<file path="config.mk">
export PLATFORM = sky130hd
export DESIGN_NAME = evt_timer
export DESIGN_NICKNAME = d
export VERILOG_FILES = /design/src/rtl/tmr_pkg.sv /design/src/rtl/tmr_count.sv /design/src/rtl/tmr_regs.sv /design/src/rtl/evt_timer.sv
export SDC_FILE = /design/constraint.sdc
export NUM_CORES = 1
export LEC_CHECK = 0
export ABC_AREA = 1
export ABC_CLOCK_PERIOD_IN_PS = 2200
export BUFFER_PORTS_ARGS = -buffer_cell sky130_fd_sc_hd__buf_2
export CAP_MARGIN = 30
export CORE_MARGIN = 1
export CORE_UTILIZATION = 50
export CTS_CLUSTER_SIZE = 25
export DETAILED_ROUTE_END_ITERATION = 10
export PLACE_DENSITY_LB_ADDON = 0.05
export SYNTH_ARGS = -nofsm -noshare
export SYNTH_HDL_FRONTEND = slang
export SYNTH_SLANG_ARGS = --single-unit
</file>
<file path="constraint.sdc">
create_clock -name clk -period 2.2 [get_ports clk]
set_input_delay 0 -clock clk [delete_from_list [all_inputs] [get_ports clk]]
set_output_delay 0 -clock clk [all_outputs]
set_load 0.01 [all_outputs]
</file>
<file path="src/rtl/tmr_pkg.sv">
package tmr_pkg;
  localparam int unsigned OFS_LOAD   = 'h00;
  localparam int unsigned OFS_CUR    = 'h08;
  localparam int unsigned OFS_CTRL_A = 'h10;
  localparam int unsigned OFS_CTRL_B = 'h1C;
  localparam int unsigned OFS_STAT   = 'h18;
  localparam int unsigned WORD_BYTES = 4;

  typedef struct packed {
    logic unmask;
    logic single;
    logic run;
  } tmr_ctrl_t;

  localparam int unsigned CTRL_BITS = $bits(tmr_ctrl_t);
endpackage

</file>
<file path="src/rtl/tmr_count.sv">
module tmr_count #(
  parameter int unsigned CNT_W = 64
) (
  input  logic             clk,
  input  logic             rst_n,
  input  logic             run_i,
  input  logic             single_i,
  input  logic             tick_i,
  input  logic [CNT_W-1:0] load_i,
  output logic [CNT_W-1:0] cnt_o,
  output logic             expire_o
);
  logic [CNT_W-1:0] cnt_q;
  logic             run_q;
  logic             done_q;
  logic             rise;
  logic             at_zero;

  assign rise    = run_i & ~run_q;
  assign at_zero = (cnt_q == '0);
  assign expire_o = run_i & ~rise & tick_i & at_zero & (~single_i | ~done_q);
  assign cnt_o   = cnt_q;

  always_ff @(posedge clk or negedge rst_n) begin
    if (!rst_n) begin
      cnt_q  <= '0;
      run_q  <= 1'b0;
      done_q <= 1'b0;
    end else begin
      run_q <= run_i;
      if (rise) begin
        cnt_q  <= load_i;
        done_q <= 1'b0;
      end else if (run_i && tick_i) begin
        if (at_zero) begin
          if (!single_i) cnt_q <= load_i;
          else           done_q <= 1'b1;
        end else begin
          cnt_q <= cnt_q - 1'b1;
        end
      end
    end
  end

  p_load_on_rise_r4: assert property (@(posedge clk) disable iff (!rst_n)
    rise |=> cnt_q == $past(load_i));
  p_hold_stopped_r5: assert property (@(posedge clk) disable iff (!rst_n)
    !run_i |=> $stable(cnt_q));
  p_reload_r6: assert property (@(posedge clk) disable iff (!rst_n)
    (expire_o && !single_i) |=> cnt_q == $past(load_i));
  p_single_hold_r7: assert property (@(posedge clk) disable iff (!rst_n)
    (run_i && single_i && done_q && !rise) |=> cnt_q == '0);
endmodule

</file>
<file path="src/rtl/tmr_regs.sv">
module tmr_regs
  import tmr_pkg::*;
#(
  parameter int unsigned DATA_W   = 32,
  parameter int unsigned CNT_W    = 64,
  parameter int unsigned ADDR_W   = 5,
  parameter bit          CTRL_ALT = 1'b0
) (
  input  logic              clk,
  input  logic              rst_n,
  input  logic              psel_i,
  input  logic              penable_i,
  input  logic              pwrite_i,
  input  logic [ADDR_W-1:0] paddr_i,
  input  logic [DATA_W-1:0] pwdata_i,
  output logic [DATA_W-1:0] prdata_o,
  input  logic [CNT_W-1:0]  cnt_i,
  input  logic              expire_i,
  output logic [CNT_W-1:0]  load_o,
  output tmr_ctrl_t         ctrl_o,
  output logic              irq_o
);
  localparam int unsigned N_WORDS = CNT_W / DATA_W;
  localparam int unsigned CTRL_AD = CTRL_ALT ? OFS_CTRL_B : OFS_CTRL_A;

  logic [CNT_W-1:0] load_q;
  tmr_ctrl_t        ctrl_q;
  logic             status_q;
  logic             wr;
  logic             clr_hit;

  assign wr      = psel_i & penable_i & pwrite_i;
  assign clr_hit = wr & (paddr_i == ADDR_W'(OFS_STAT)) & pwdata_i[0];

  always_ff @(posedge clk or negedge rst_n) begin
    if (!rst_n) begin
      load_q <= '0;
    end else if (wr) begin
      for (int i = 0; i < N_WORDS; i++) begin
        if (paddr_i == ADDR_W'(OFS_LOAD + WORD_BYTES * i))
          load_q[i*DATA_W +: DATA_W] <= pwdata_i;
      end
    end
  end

  always_ff @(posedge clk or negedge rst_n) begin
    if (!rst_n)
      ctrl_q <= '0;
    else if (wr && paddr_i == ADDR_W'(CTRL_AD))
      ctrl_q <= tmr_ctrl_t'(pwdata_i[CTRL_BITS-1:0]);
  end

  always_ff @(posedge clk or negedge rst_n) begin
    if (!rst_n)        status_q <= 1'b0;
    else if (expire_i) status_q <= 1'b1;
    else if (clr_hit)  status_q <= 1'b0;
  end

  always_comb begin
    prdata_o = '0;
    if (psel_i && !pwrite_i) begin
      for (int i = 0; i < N_WORDS; i++) begin
        if (paddr_i == ADDR_W'(OFS_LOAD + WORD_BYTES * i))
          prdata_o = load_q[i*DATA_W +: DATA_W];
        if (paddr_i == ADDR_W'(OFS_CUR + WORD_BYTES * i))
          prdata_o = cnt_i[i*DATA_W +: DATA_W];
      end
      if (paddr_i == ADDR_W'(CTRL_AD)) prdata_o = DATA_W'(ctrl_q);
      if (paddr_i == ADDR_W'(OFS_STAT)) prdata_o = DATA_W'(status_q);
    end
  end

  assign load_o = load_q;
  assign ctrl_o = ctrl_q;
  assign irq_o  = status_q & ctrl_q.unmask;

  p_irq_gate_r9: assert property (@(posedge clk) disable iff (!rst_n)
    irq_o |-> ctrl_q.unmask);
  p_set_wins_r10: assert property (@(posedge clk) disable iff (!rst_n)
    expire_i |=> status_q);
  p_clear_r8: assert property (@(posedge clk) disable iff (!rst_n)
    (clr_hit && !expire_i) |=> !status_q);
  p_ctrl_upper_zero_r2: assert property (@(posedge clk) disable iff (!rst_n)
    (psel_i && !pwrite_i && paddr_i == ADDR_W'(CTRL_AD)) |-> prdata_o[DATA_W-1:CTRL_BITS] == '0);
endmodule

</file>
<file path="src/rtl/evt_timer.sv">
module evt_timer
  import tmr_pkg::*;
#(
  parameter int unsigned DATA_W   = 32,
  parameter int unsigned CNT_W    = 64,
  parameter int unsigned ADDR_W   = 5,
  parameter bit          CTRL_ALT = 1'b0
) (
  input  logic              clk,
  input  logic              rst_n,
  input  logic              psel_i,
  input  logic              penable_i,
  input  logic              pwrite_i,
  input  logic [ADDR_W-1:0] paddr_i,
  input  logic [DATA_W-1:0] pwdata_i,
  output logic [DATA_W-1:0] prdata_o,
  input  logic              tick_i,
  output logic              irq_o
);
  logic [CNT_W-1:0] load;
  logic [CNT_W-1:0] cnt;
  logic             expire;
  tmr_ctrl_t        ctrl;

  tmr_regs #(
    .DATA_W(DATA_W), .CNT_W(CNT_W), .ADDR_W(ADDR_W), .CTRL_ALT(CTRL_ALT)
  ) u_regs (
    .clk(clk), .rst_n(rst_n),
    .psel_i(psel_i), .penable_i(penable_i), .pwrite_i(pwrite_i),
    .paddr_i(paddr_i), .pwdata_i(pwdata_i), .prdata_o(prdata_o),
    .cnt_i(cnt), .expire_i(expire),
    .load_o(load), .ctrl_o(ctrl), .irq_o(irq_o)
  );

  tmr_count #(.CNT_W(CNT_W)) u_count (
    .clk(clk), .rst_n(rst_n),
    .run_i(ctrl.run), .single_i(ctrl.single), .tick_i(tick_i),
    .load_i(load), .cnt_o(cnt), .expire_o(expire)
  );
endmodule

</file>
---- Yosys cells after proc, flatten, opt, wreduce, memory -nomap -nowiden ----
Index checks and enable logic that the tools add are counted.
storage, ports and cells
  input bits .............................. 43
  memories kept ........................... 0
  logic and storage cells ................. 62
  RAM bits ................................ 0
  output and inout bits ................... 33
  bits in latches ......................... 0
  register bits ........................... 134
  memory bits (read-only) ................. 0
cells by class
  reductions and logical operators ........ 14
  bitwise operators ....................... 15
  $mul .................................... 0
  add/sub/neg operators ................... 1
  $lt $le $gt $ge ......................... 0
  shift operators ......................... 0
  muxes and demuxes ....................... 17
  equal/unequal tests ..................... 6
  divide/modulo/power cells ............... 0
operator list
  operator                 count
  $mux W64                 4
  $mux W32                 7
  $logic_not A64 Y1        1
  $sub A64 B1 Y64 const B  1
  $and A1 B1 Y1            10
  $eq A5 B4 Y1 const B     2
  $eq A5 B5 Y1 const B     2
  $reduce_bool A2 Y1       4
  $mux W1                  6
  $reduce_and A2 Y1        3
  $eq A5 B3 Y1 const B     1
  $logic_not A5 Y1         1
  $not A1 Y1               4
  $logic_and A1 B1 Y1      3
  $ne A3 B2 Y1 const B     1
  $reduce_and A3 Y1        1
  $logic_not A1 Y1         1
  $or A1 B1 Y1             1

---- Longest topological paths before layout ----
Gate-level depths: netlist (run 1).
  depth in word-level cells ............... 8
  gate-level depth with buffers ........... 13
  depth with buffers taken out ............ 13

---- Modules after synthesis ----
Synthesis (run 1) repeated with hierarchy kept, for this count alone.
unflattened totals
  cell total of the unflattened synthesis .. 1,496
  area total of the unflattened synthesis .. 9,530.4 sq um
by module, submodules not included
  module     cells each  instances  area each (sq um)  seq. area each (sq um)
  tmr_count  979         1          5,606.6            1,651.6
  tmr_regs   517         1          3,923.8            1,701.6

---- Worst setup path before layout (run 1) ----
Ideal clock, no wire load.
  path kind ............................... reg-to-reg
  from .................................... register u_count.cnt_q[0], in the netlist u_count.cnt_o[0]
  to ...................................... register u_count.cnt_q[36], in the netlist u_count.cnt_o[36]
  setup slack ............................. 0.407 ns
  period minus slack after synthesis ...... 1.793 ns
  library setup time ...................... 0.116 ns
  buffers on the path ..................... 1
  stages on the path, launching flop included .. 13
  required time ........................... 2.084 ns
  data arrival time ....................... 1.676 ns
  path through ............................ dfrtp_1 > inv_1 > ha_1 > buf_2 > nand2_1 > nor2_1 > nand3_1 > nor2_1 > nand2_1 > nand2_1 > nand3_1 > nand2_1 > nand2_1
between the ends
  word-level cells in the longest chain between the ends .. 4
  elaborated cells between the ends (all ways) .. 7
  classes of those cells .................. add/sub: 1; eq/ne: 1; mux: 3; reduce/logical: 2
ends and longest elaborated chain
  item                                                         line                              source
  start: declaration                                           tmr_count.sv:13                   logic [CNT_W-1:0] cnt_q;
  start signal: assignment                                     tmr_count.sv:32                   cnt_q <= load_i;
  start signal: assignment                                     tmr_count.sv:36                   if (!single_i) cnt_q <= load_i;
  start signal: assignment                                     tmr_count.sv:39                   cnt_q <= cnt_q - 1'b1;
  $sub A64 B1 Y64 / $logic_not A64 Y1 (equally long branches)  tmr_count.sv:39, tmr_count.sv:20
  $mux W64                                                     tmr_count.sv:35                   if (at_zero) begin
  $mux W64                                                     tmr_count.sv:34                   end else if (run_i && tick_i) begin
  $mux W64                                                     tmr_count.sv:31                   if (rise) begin
Several ways; a longest one is shown, not always the timed one. The select of a mux whose other input is x is not followed.
A chain may end at the register's enable or synchronous reset.

---- Final worst setup path (run 1) ----
  from .................................... register u_count.cnt_q[3], in the netlist u_count.cnt_o[3]
  to ...................................... register u_count.cnt_q[31], in the netlist u_count.cnt_o[31]
The elaborated chain is that of the path after synthesis.

==> metrics.txt, run 1 <==
Port Buf Inserts=75; P per Cell Area=1140 nW/um^2; post-synth top area cell=dfrtp_1; Synth async-reset ratio=1.000; P&R area growth vs syn=23.53%; die width=137.1 um; most frequent cells after synthesis=496 x nand2_1, 191 x nor2_1, 140 x inv_1; share of cells above drive strength 1=0.1446; Startpoint Class=flip-flop; latest clock arrival within the worst-skew pair=0.43 ns; post-DR wirelength/cell=18.67 um; share of the synthesized area in the top cell type=0.3677; fin crit period=2.109 ns; CP Max Fanout=7; CTS Buf Count=17; first-pass GRT wire length=52.90 mm; via count=10220; Yosys warnings=0; Tightest Pin Transition=0.7488 ns; setup slack, reg-to-reg=0.09 ns; post-route ant nets=0; Yosys reg bits=134; vias in the first global route=9451; WS Path Type=reg2reg; die height=137.1 um; VDD IR max=741.2 uV; PnR worst setup slack=0.09056 ns; die area=18780 um^2; ANT cells=0; H-tree levels=4; worst path arrival time=2.42 ns; drt first pass iters=5; Worst setup EP type=flip-flop; Main synth FF type=dfrtp_1; initial core utilization=0.5094; largest net degree at the start of global routing=135; HPWL after detailed placement=25.55 mm; initial antenna violation count=0; Syn Inst Count=1440; period utilization=0.9588; fmax=0.4741 GHz; top cells by area, synth=dfrtp_1 37%, nand2_1 20%, nor2_1 7.9%; clock sink count=134; Total Routing Usage GR=0.3798; Hold Crit Class=in2reg; syn avg cell area=6.333 um^2; pre-CTS WS=-0.02354 ns; sequential area share after synthesis=0.3677; routability cong.=0.9796; Cell Rows=49; Synth Net Count=1485; clk root buf=clkbuf_16; initial DRC count=1031; num ports=76; post-CTS setup buffers=0; Max-Cap Viols=0; Vias/cell=5.552; P_leak=0.005869 uW; status=completed; CTS tree=done; CTS clock-pin slew for the worst setup and hold paths=0.07 ns; clk buf depth=2; slew margin rel.=0.5008; Final Skew=0.01671 ns; Routed WL=34.36 mm; CP Data Required Time=2.51 ns; area post-placement=10250 um^2; post-layout power=12840 uW; Final setup viols=0; Unique masters post-synth=32; fin area=11270 um^2; Final nets=1643; GRT overflow=0; final slew viol count=0; EDFF count, synth=0; most frequent cell after synthesis=nand2_1; Hold Vio Cnt, Final=0; Core ar.=17900 um^2; DRC viols=0; Post-Synthesis Cell Area=9120 um^2
==> final cells by class <==
| cell class | count | area (um^2) |
|---|---|---|
| inverters | 144 | 540.5 |
| multi-input cells | 1098 | 4951 |
| repair buffers | 203 | 1521 |
| clock buffers | 18 | 429.2 |
| well taps | 229 | 286.5 |
| fillers | 1710 | 6636 |
| flip-flops and latches | 134 | 3353 |
| clock inverters | 14 | 183.9 |
==> critical path, stage by stage (launching register included) <==
cell and delay (ns):
dfrtp_1 0.44, nor2_1 0.26, nand2_1 0.14, nor2_4 0.23, nand2_1 0.19, nor2_1 0.19, buf_4 0.17, xor2_1 0.15
nand2_1 0.06, nand3_1 0.08, nand2_1 0.05
==> stage by stage <==
stage | hold WS, ns | util | TNS, ns | cells
CTS | 0.07582 | 0.6267 | 0 | 1840
detailed placement | 0.1661 | 0.5728 | -0.06334 | 1773
global placement | 0.1694 | 0.5728 | -0.2310 | 1773
global route | 0.1310 | 0.6293 | -0.01526 | 1840
floorplan | -0.2956 | - | 0 | 1440
finish | 0.09377 | 0.6293 | 0 | 1840
==> cells by family after synthesis <==
family	count (synthesis)	share of synthesized area
flip-flops	134	0.3677
buffers and inverters	208	0.09494
AO/OA/AOI/OAI	209	0.1222
adder cells (fa/ha/maj)	2	0.002743
AND/OR/NAND/NOR	873	0.3990
XOR/XNOR	14	0.01345
==> metal layers <==
layer / GRT usage / wire length, um / vias up
li1: - / - / 4922
met1: 0.5401 / 15650 / 4815
met2: 0.5878 / 15650 / 427
met3: 0.06000 / 2420 / 52
met4: 0.1178 / 644 / 0
met5: 0 / 0 / -
==> timing repair <==
| item | 4_1_cts | 5_1_grt |
|---|---|---|
| resized for setup | 1 | 13 |
| hold buffers | 35 | 0 |
| pin swaps | 0 | 2 |
| setup endpoints to repair | 5 | 39 |
| endpoints found under the hold margin | 202 | 0 |
==> flip-flops by register name (all words and copies together) (netlist names) <==
register,count
u_count.cnt_o,64
u_count.done_q,1
u_count.run_q,1
u_regs.ctrl_o,3
u_regs.load_o,64
u_regs.status_q,1
==> layout by cell type, fill, tap and decap left out, types with 3 or more instances in the layout <==
cell	n
inv_1	140
buf_12	7
nand3_1	100
nand2_2	7
bufinv_16	3
dlygate4sd3_1	35
o22ai_1	30
buf_2	74
nor2_2	11
nor3_1	30
clkbuf_16	17
o21ai_0	109
nand4_1	12
and2_1	4
nand2_1	493
o211ai_1	6
xor2_1	12
nand3b_1	20
dfrtp_1	134
o21bai_1	3
nor2_4	7
inv_6	7
nor2_1	184
a21oi_1	57
inv_2	4
buf_4	85
==> power breakdown <==
group	switching (uW)	leakage, uW	internal, uW
sequential	634	0.00180	3030
combinational	3990	0.00377	2120
clock	1250	0.000299	1820
==> path summary, 6_finish.rpt <==
kind / from / to / cells past startpoint
worst max-delay path: u_count.cnt_o[3] / u_count.cnt_o[31] / 10
worst min register to register: u_regs.ctrl_o[0] / u_count.run_q / 0
min in group asynchronous: rst_n / u_regs.status_q / 3
max in group asynchronous: rst_n / u_count.cnt_o[44] / 3
worst min-delay path: paddr_i[2] / u_regs.status_q / 7
worst max register to register: u_count.cnt_o[3] / u_count.cnt_o[31] / 10
(Power assumes the default switching activity.)
==> inputs of run 2 (changes only) <==
- ABC_CLOCK_PERIOD_IN_PS: 2200 -> 1900
- CORE_ASPECT_RATIO: default -> 2
- MAX_ROUTING_LAYER: default -> met4
- clock period: 2.2 -> 1.9 ns (I/O delays scaled with it)
==> run 2 against run 1 <==
Critical path depth increased by 2. Combinational power increased by 73%. Global-route usage increased by 4.8 points. Flip-flop and latch count unchanged. Hold slack got worse by 0.061 ns. Register-to-register slack got worse by 0.27 ns. Via count up 8.4%. The run now ends with negative setup slack left. Total power up 42%.
==> metrics.txt, run 2 (same netlist as run 1, synthesis figures left out) <==
status=finished, violations left; failing checks=negative setup slack; # fillers=1523 (-11%); Final Skew=0.01070 ns (-0.006010 ns); fin crit period=2.075 ns (-0.03430 ns); multi-input logic area=5279 um^2 (+6.6%); CTS Buf Count=17 (unchanged); num ports=76 (unchanged); Total Routing Usage GR=0.4274 (+0.04759); Port Buf Inserts=75 (unchanged); fmax=0.4819 GHz (+1.7%); HPWL after detailed placement=29.19 mm (+14%); final slew viol count=0 (unchanged); share of cells above drive strength 1=0.2649 (+0.1203); period utilization=1.092 (+0.1333); CP peak stage delay=0.44 ns (about the same); DRC viols=0 (unchanged); Startpoint Class=flip-flop; initial antenna violation count=0 (unchanged); slew margin rel.=0.7069 (+0.2061); Worst setup EP type=flip-flop; Cell Rows=69 (+41%); CP Data Required Time=2.22 ns (-0.29 ns); die height=193.0 um (+41%); VDD IR max=761.6 uV (+2.8%); most common cell after layout, fill and taps aside=nand2_1; Core ar.=17780 um^2 (-0.66%); drt first pass iters=8 (+3); Max-Cap Viols=0 (unchanged); clk root buf=clkbuf_16; Hold Vio Cnt, Final=0 (unchanged); via count=11080 (+8.4%); Final setup viols=65 (+65); CTS tree=done; post-layout power=18280 uW (+42%); routability cong.=1.023 (+4.5%); Final nets=1791 (+9.0%); Tightest Pin Transition=0.4363 ns (-0.3125 ns); CTS clock-pin slew for the worst setup and hold paths=0.06 ns (about the same); H-tree levels=4 (unchanged); post-DR wirelength/cell=20.34 um (+8.9%); WS Path Type=reg2reg; setup slack, reg-to-reg=-0.18 ns (-0.27 ns); Sequential Area=3358 um^2 (+0.15%); worst hold slack=0.03246 ns (-0.06131 ns); placed insts=1887 (+6.4%); CP Max Fanout=7 (unchanged); first-pass GRT wire length=58.45 mm (+11%); RSZ-0062 raised after global routing=true; Vias/cell=5.616 (+1.2%); latest clock arrival within the worst-skew pair=0.44 ns (about the same); CP max stage cell=dfrtp_2; clock sink count=134 (unchanged); vias in the first global route=10640 (+13%); pre-CTS WS=-0.2168 ns (-0.1933 ns); cells along the critical path=nor2_2, nand2_2, nor2_4, nand2_2, buf_6, nor2_4, nand4_4, nand2_8, inv_8, clkbuf_16, nand3_1, nand2_1; largest net degree at the start of global routing=50 (-63%); GRT overflow=0 (unchanged); initial DRC count=981 (-4.8%); Routed WL=40.10 mm (+17%); P per Cell Area=1413 nW/um^2 (+24%); die area=18820 um^2 (+0.18%); worst path arrival time=2.39 ns (-0.03 ns); P&R area growth vs syn=41.86%; P_leak=0.006706 uW (+14%); Cell Count, Final, Fillers Out=1972 (+7.2%); ANT cells=0 (unchanged); Hold Crit Class=in2async; commonest non-fill, non-tap cells in the layout=473 x nand2_1, 210 x buf_4, 138 x inv_1; post-route ant nets=0 (unchanged); die width=97.50 um (-29%); clk buf depth=2 (unchanged); initial core utilization=0.5128 (+0.003369); final setup TNS=-7.494 ns (-7.494 ns); PnR worst setup slack=-0.1751 ns (-0.2657 ns)
-- run 2: cell types whose count changed in the layout (fill, tap and decap cells not counted), sizes merged --
cell / before / now
buf: 168 / 310
bufinv: 3 / 2
clkbuf: 18 / 24
clkinv: 2 / 1
clkinvlp: 1 / 4
inv: 152 / 151
-- run 2: report_power, final --
group / internal [uW] / leakage, uW / switching, uW / total [uW]
clock network: 1970 / 0.000278 / 1450 / 3420
logic: 4730 / 0.00463 / 5890 / 10600
registers: 3520 / 0.00180 / 727 / 4240
total: 10200 / 0.00671 / 8070 / 18300
-- run 2: path summary, 6_finish.rpt --
check | startpoint | endpoint | depth (start not counted)
worst max-delay path | u_count.cnt_o[16] | u_count.cnt_o[24] | 12
worst min-delay path | rst_n | u_regs.load_o[28] | 2
worst max register to register | u_count.cnt_o[16] | u_count.cnt_o[24] | 12
worst min register to register | u_regs.load_o[30] | u_regs.load_o[30] | 2
max in group asynchronous | rst_n | u_count.cnt_o[11] | 3
min in group clk | tick_i | u_regs.status_q | 5
-- run 2: worst max-delay path, delay by kind of cell, from the launching register on --
kind	cells	cell delay [ns]
and+or+nand+nor	9	1.13
DFF	1	0.44
buffers and inverters	3	0.39
-- run 2: routing by layer --
layer,up-vias,wire length [um],share of wire,global-route usage
met3,241,2299,0.057,0.05984
met1,5021,13130,0.33,0.4099
met2,612,20640,0.51,0.7633
li1,5201,-,-,-
met4,0,4034,0.10,0.3405
met5,-,0,0,-
-- run 2: per-stage QoR --
step                      area [um^2]  utilization
after floorplan                  9120            -
after global placement          11300       0.6352
after detailed placement        11300       0.6352
after CTS                       12520       0.7040
after global routing            12940       0.7275
final                           12940       0.7275
-- run 2: area by class of cell --
| class | count | area share |
|---|---|---|
| Tap cell | 213 | 0.02060 |
| Sequential cell | 134 | 0.2596 |
| Inverter | 144 | 0.04255 |
| Multi-Input combinational cell | 1098 | 0.4080 |
| Timing Repair Buffer | 351 | 0.2233 |
| Clock buffer | 18 | 0.03317 |
| Clock inverter | 14 | 0.01277 |
-- run 2: timing repair --
action | CTS | global route
buffers inserted | 5 | 7
gates cloned | 2 | 6
endpoints found under the hold margin | 202 | 0
hold buffers | 35 | 0
pin swaps | 8 | 22
gates resized for setup | 53 | 80
endpoints found under the setup margin | 66 | 67
==> inputs of run 3 (changes only) <==
- CORE_ASPECT_RATIO: 2 -> default
==> run 3 against run 2 <==
The flow still finishes with violations (negative setup slack). Critical path depth is 1 higher. Routed wire length is 2.5% lower. Sequential power hardly changed. Utilization is 1.3 points higher. Critical path type unchanged. Via count is 3.0% higher. Register-to-register slack better by 0.11 ns. First-iteration DRC count is 29% higher. Count of clock-buffer cells in the layout stayed put. Largest power group unchanged.
==> metrics.txt, run 3 (same netlist as run 1, synthesis figures left out) <==
placed insts=1885 (-0.11%); VDD IR max=1095 uV (+44%); CP max stage cell=dfrtp_1; CTS Buf Count=17 (unchanged); clock sink count=134 (unchanged); Setup crit end=u_count.cnt_o[4]; Routed WL=39.10 mm (-2.5%); routability cong.=0.9881 (-3.4%); CP Data Required Time=2.23 ns (about the same); PnR worst setup slack=-0.06473 ns (+0.1104 ns); latest clock arrival within the worst-skew pair=0.44 ns (about the same); via count=11400 (+3.0%); reg2reg end=u_count.cnt_o[4]; Cell Rows=49 (-29%); Worst setup EP type=flip-flop; slew margin rel.=0.6979 (-0.008979); most common cell after layout, fill and taps aside=nand2_1; final slew viol count=0 (unchanged); GRT overflow=0 (unchanged); Final Skew=0.007903 ns (-0.002794 ns); post-route ant nets=0 (unchanged); ANT cells=0 (unchanged); fin area=13260 um^2 (+2.5%); CP Max Fanout=10 (+3); share of cells above drive strength 1=0.2754 (+0.01043); RSZ-0062 raised after global routing=true; WS Path Type=reg2reg; CP bufs+invs=2 (-1); post-DR wirelength/cell=19.61 um (-3.6%); first-pass GRT wire length=54.87 mm (-6.1%); Port Buf Inserts=75 (unchanged); most frequent CP cell=nand2_1; commonest non-fill, non-tap cells in the layout=466 x nand2_1, 206 x buf_4, 138 x inv_1; fin crit period=1.965 ns (-0.1104 ns); failing checks=negative setup slack; Final nets=1797 (+0.34%); initial core utilization=0.5094 (-0.003369); Core ar.=17900 um^2 (+0.66%); Startpoint Class=flip-flop; drt first pass iters=8 (unchanged); Vias/cell=5.719 (+1.8%); Hold Vio Cnt, Final=0 (unchanged); clk root buf=clkbuf_16; P per Cell Area=1392 nW/um^2 (-1.5%); post-layout power=18450 uW (+0.92%); vias in the first global route=10080 (-5.2%); setup slack, reg-to-reg=-0.06 ns (+0.11 ns); DRC viols=0 (unchanged); cells along the critical path=nor2_2, nand2_1, nor2_1, nand2_1, nor2_1, nand2_4, nand2_8, inv_8, buf_12, nand2_1, nand2_1, nand2_1, nand2_1; R2R cell count=13 (+1); H-tree levels=4 (unchanged); P_leak=0.006881 uW (+2.6%); largest net degree at the start of global routing=75 (+50%); clk buf depth=2 (unchanged); initial antenna violation count=0 (unchanged); die height=137.1 um (-29%); # fillers=1483 (-2.6%); worst path arrival time=2.29 ns (-0.10 ns); die area=18780 um^2 (-0.17%); status=finished, violations left; CTS clock-pin slew for the worst setup and hold paths=0.07 ns (about the same); die width=137.1 um (+41%); num ports=76 (unchanged); period utilization=1.034 (-0.05811); reg2reg start=u_count.cnt_o[58]; HPWL after detailed placement=25.72 mm (-12%); initial DRC count=1263 (+29%); area post-placement=11180 um^2 (-1.0%); Sequential Area=3354 um^2 (-0.11%); Tightest Pin Transition=0.4531 ns (+0.01683 ns); CP peak stage delay=0.47 ns (+0.03 ns); startpoint of the worst hold path=tick_i; CTS tree=done; Hold Crit Class=in2reg; Cell Count, Final, Fillers Out=1994 (+1.1%); fmax=0.5090 GHz (+5.6%); P&R area growth vs syn=45.38%; Setup crit start=u_count.cnt_o[58]; Levels on crit path=13 (+1); Max-Cap Viols=0 (unchanged); multi-input logic area=5350 um^2 (+1.4%); worst hold slack=0.07143 ns (+0.03896 ns); Total Routing Usage GR=0.4045 (-0.02284); Final setup viols=57 (-12%); Top delay family on crit path=simple AND/OR/NAND/NOR gates
## run 3: final cells by class
class                           instances  share of cell area
Clock inverter                         14             0.01689
Timing Repair Buffer                  357              0.2307
Sequential cell                       134              0.2530
Clock buffer                           18             0.03237
Inverter                              144             0.04190
Multi-Input combinational cell       1098              0.4035
Tap cell                              229             0.02161
## run 3: per-stage QoR
step | util | setup slack, ns | TNS, ns
floorplan | - | 0.1072 | 0
global placement | 0.6246 | -0.1838 | -8.187
detailed placement | 0.6246 | -0.1617 | -8.257
CTS | 0.6965 | -0.01622 | -0.02390
global route | 0.7406 | -0.1355 | -6.194
finish | 0.7406 | -0.06473 | -1.290
## run 3: worst min-delay path: cells and delay by family
kind / cells / cell delay [ns]
buf+inv: 1 / 0.10
simple gates: 2 / 0.22
compound gates: 2 / 0.14
## run 3: what timing repair did
action                     in CTS  in global routing
setup endpoints to repair      65                 66
resized for setup              55                112
cloned                          0                 16
hold buffers                   36                  0
pin swaps                      19                 28
hold endpoints to repair      202                  0
buffers inserted               15                 10
## run 3: worst min path at each step
stage	end	slack (ns)	cells past startpoint
2_1_floorplan	u_count.cnt_o[0]	-0.30	0
3_3_place_gp	u_count.run_q	-0.18	1
3_5_place_dp	u_count.run_q	-0.18	1
4_1_cts	u_regs.status_q	0.08	7
5_1_grt	u_regs.status_q	0.09	5
6_report	u_regs.status_q	0.07	5
## run 3: layer usage
layer / share of wire / track usage
met3: 0.11 / 0.06667
met2: 0.45 / 0.6310
met5: 0 / -
met1: 0.40 / 0.5364
met4: 0.035 / 0.1245
## run 3: where the power goes
group / total, uW / internal, uW / switching (uW)
combinational: 10500 / 4590 / 5870
sequential: 4260 / 3510 / 747
clock: 3730 / 2340 / 1380
total: 18500 / 10500 / 8000
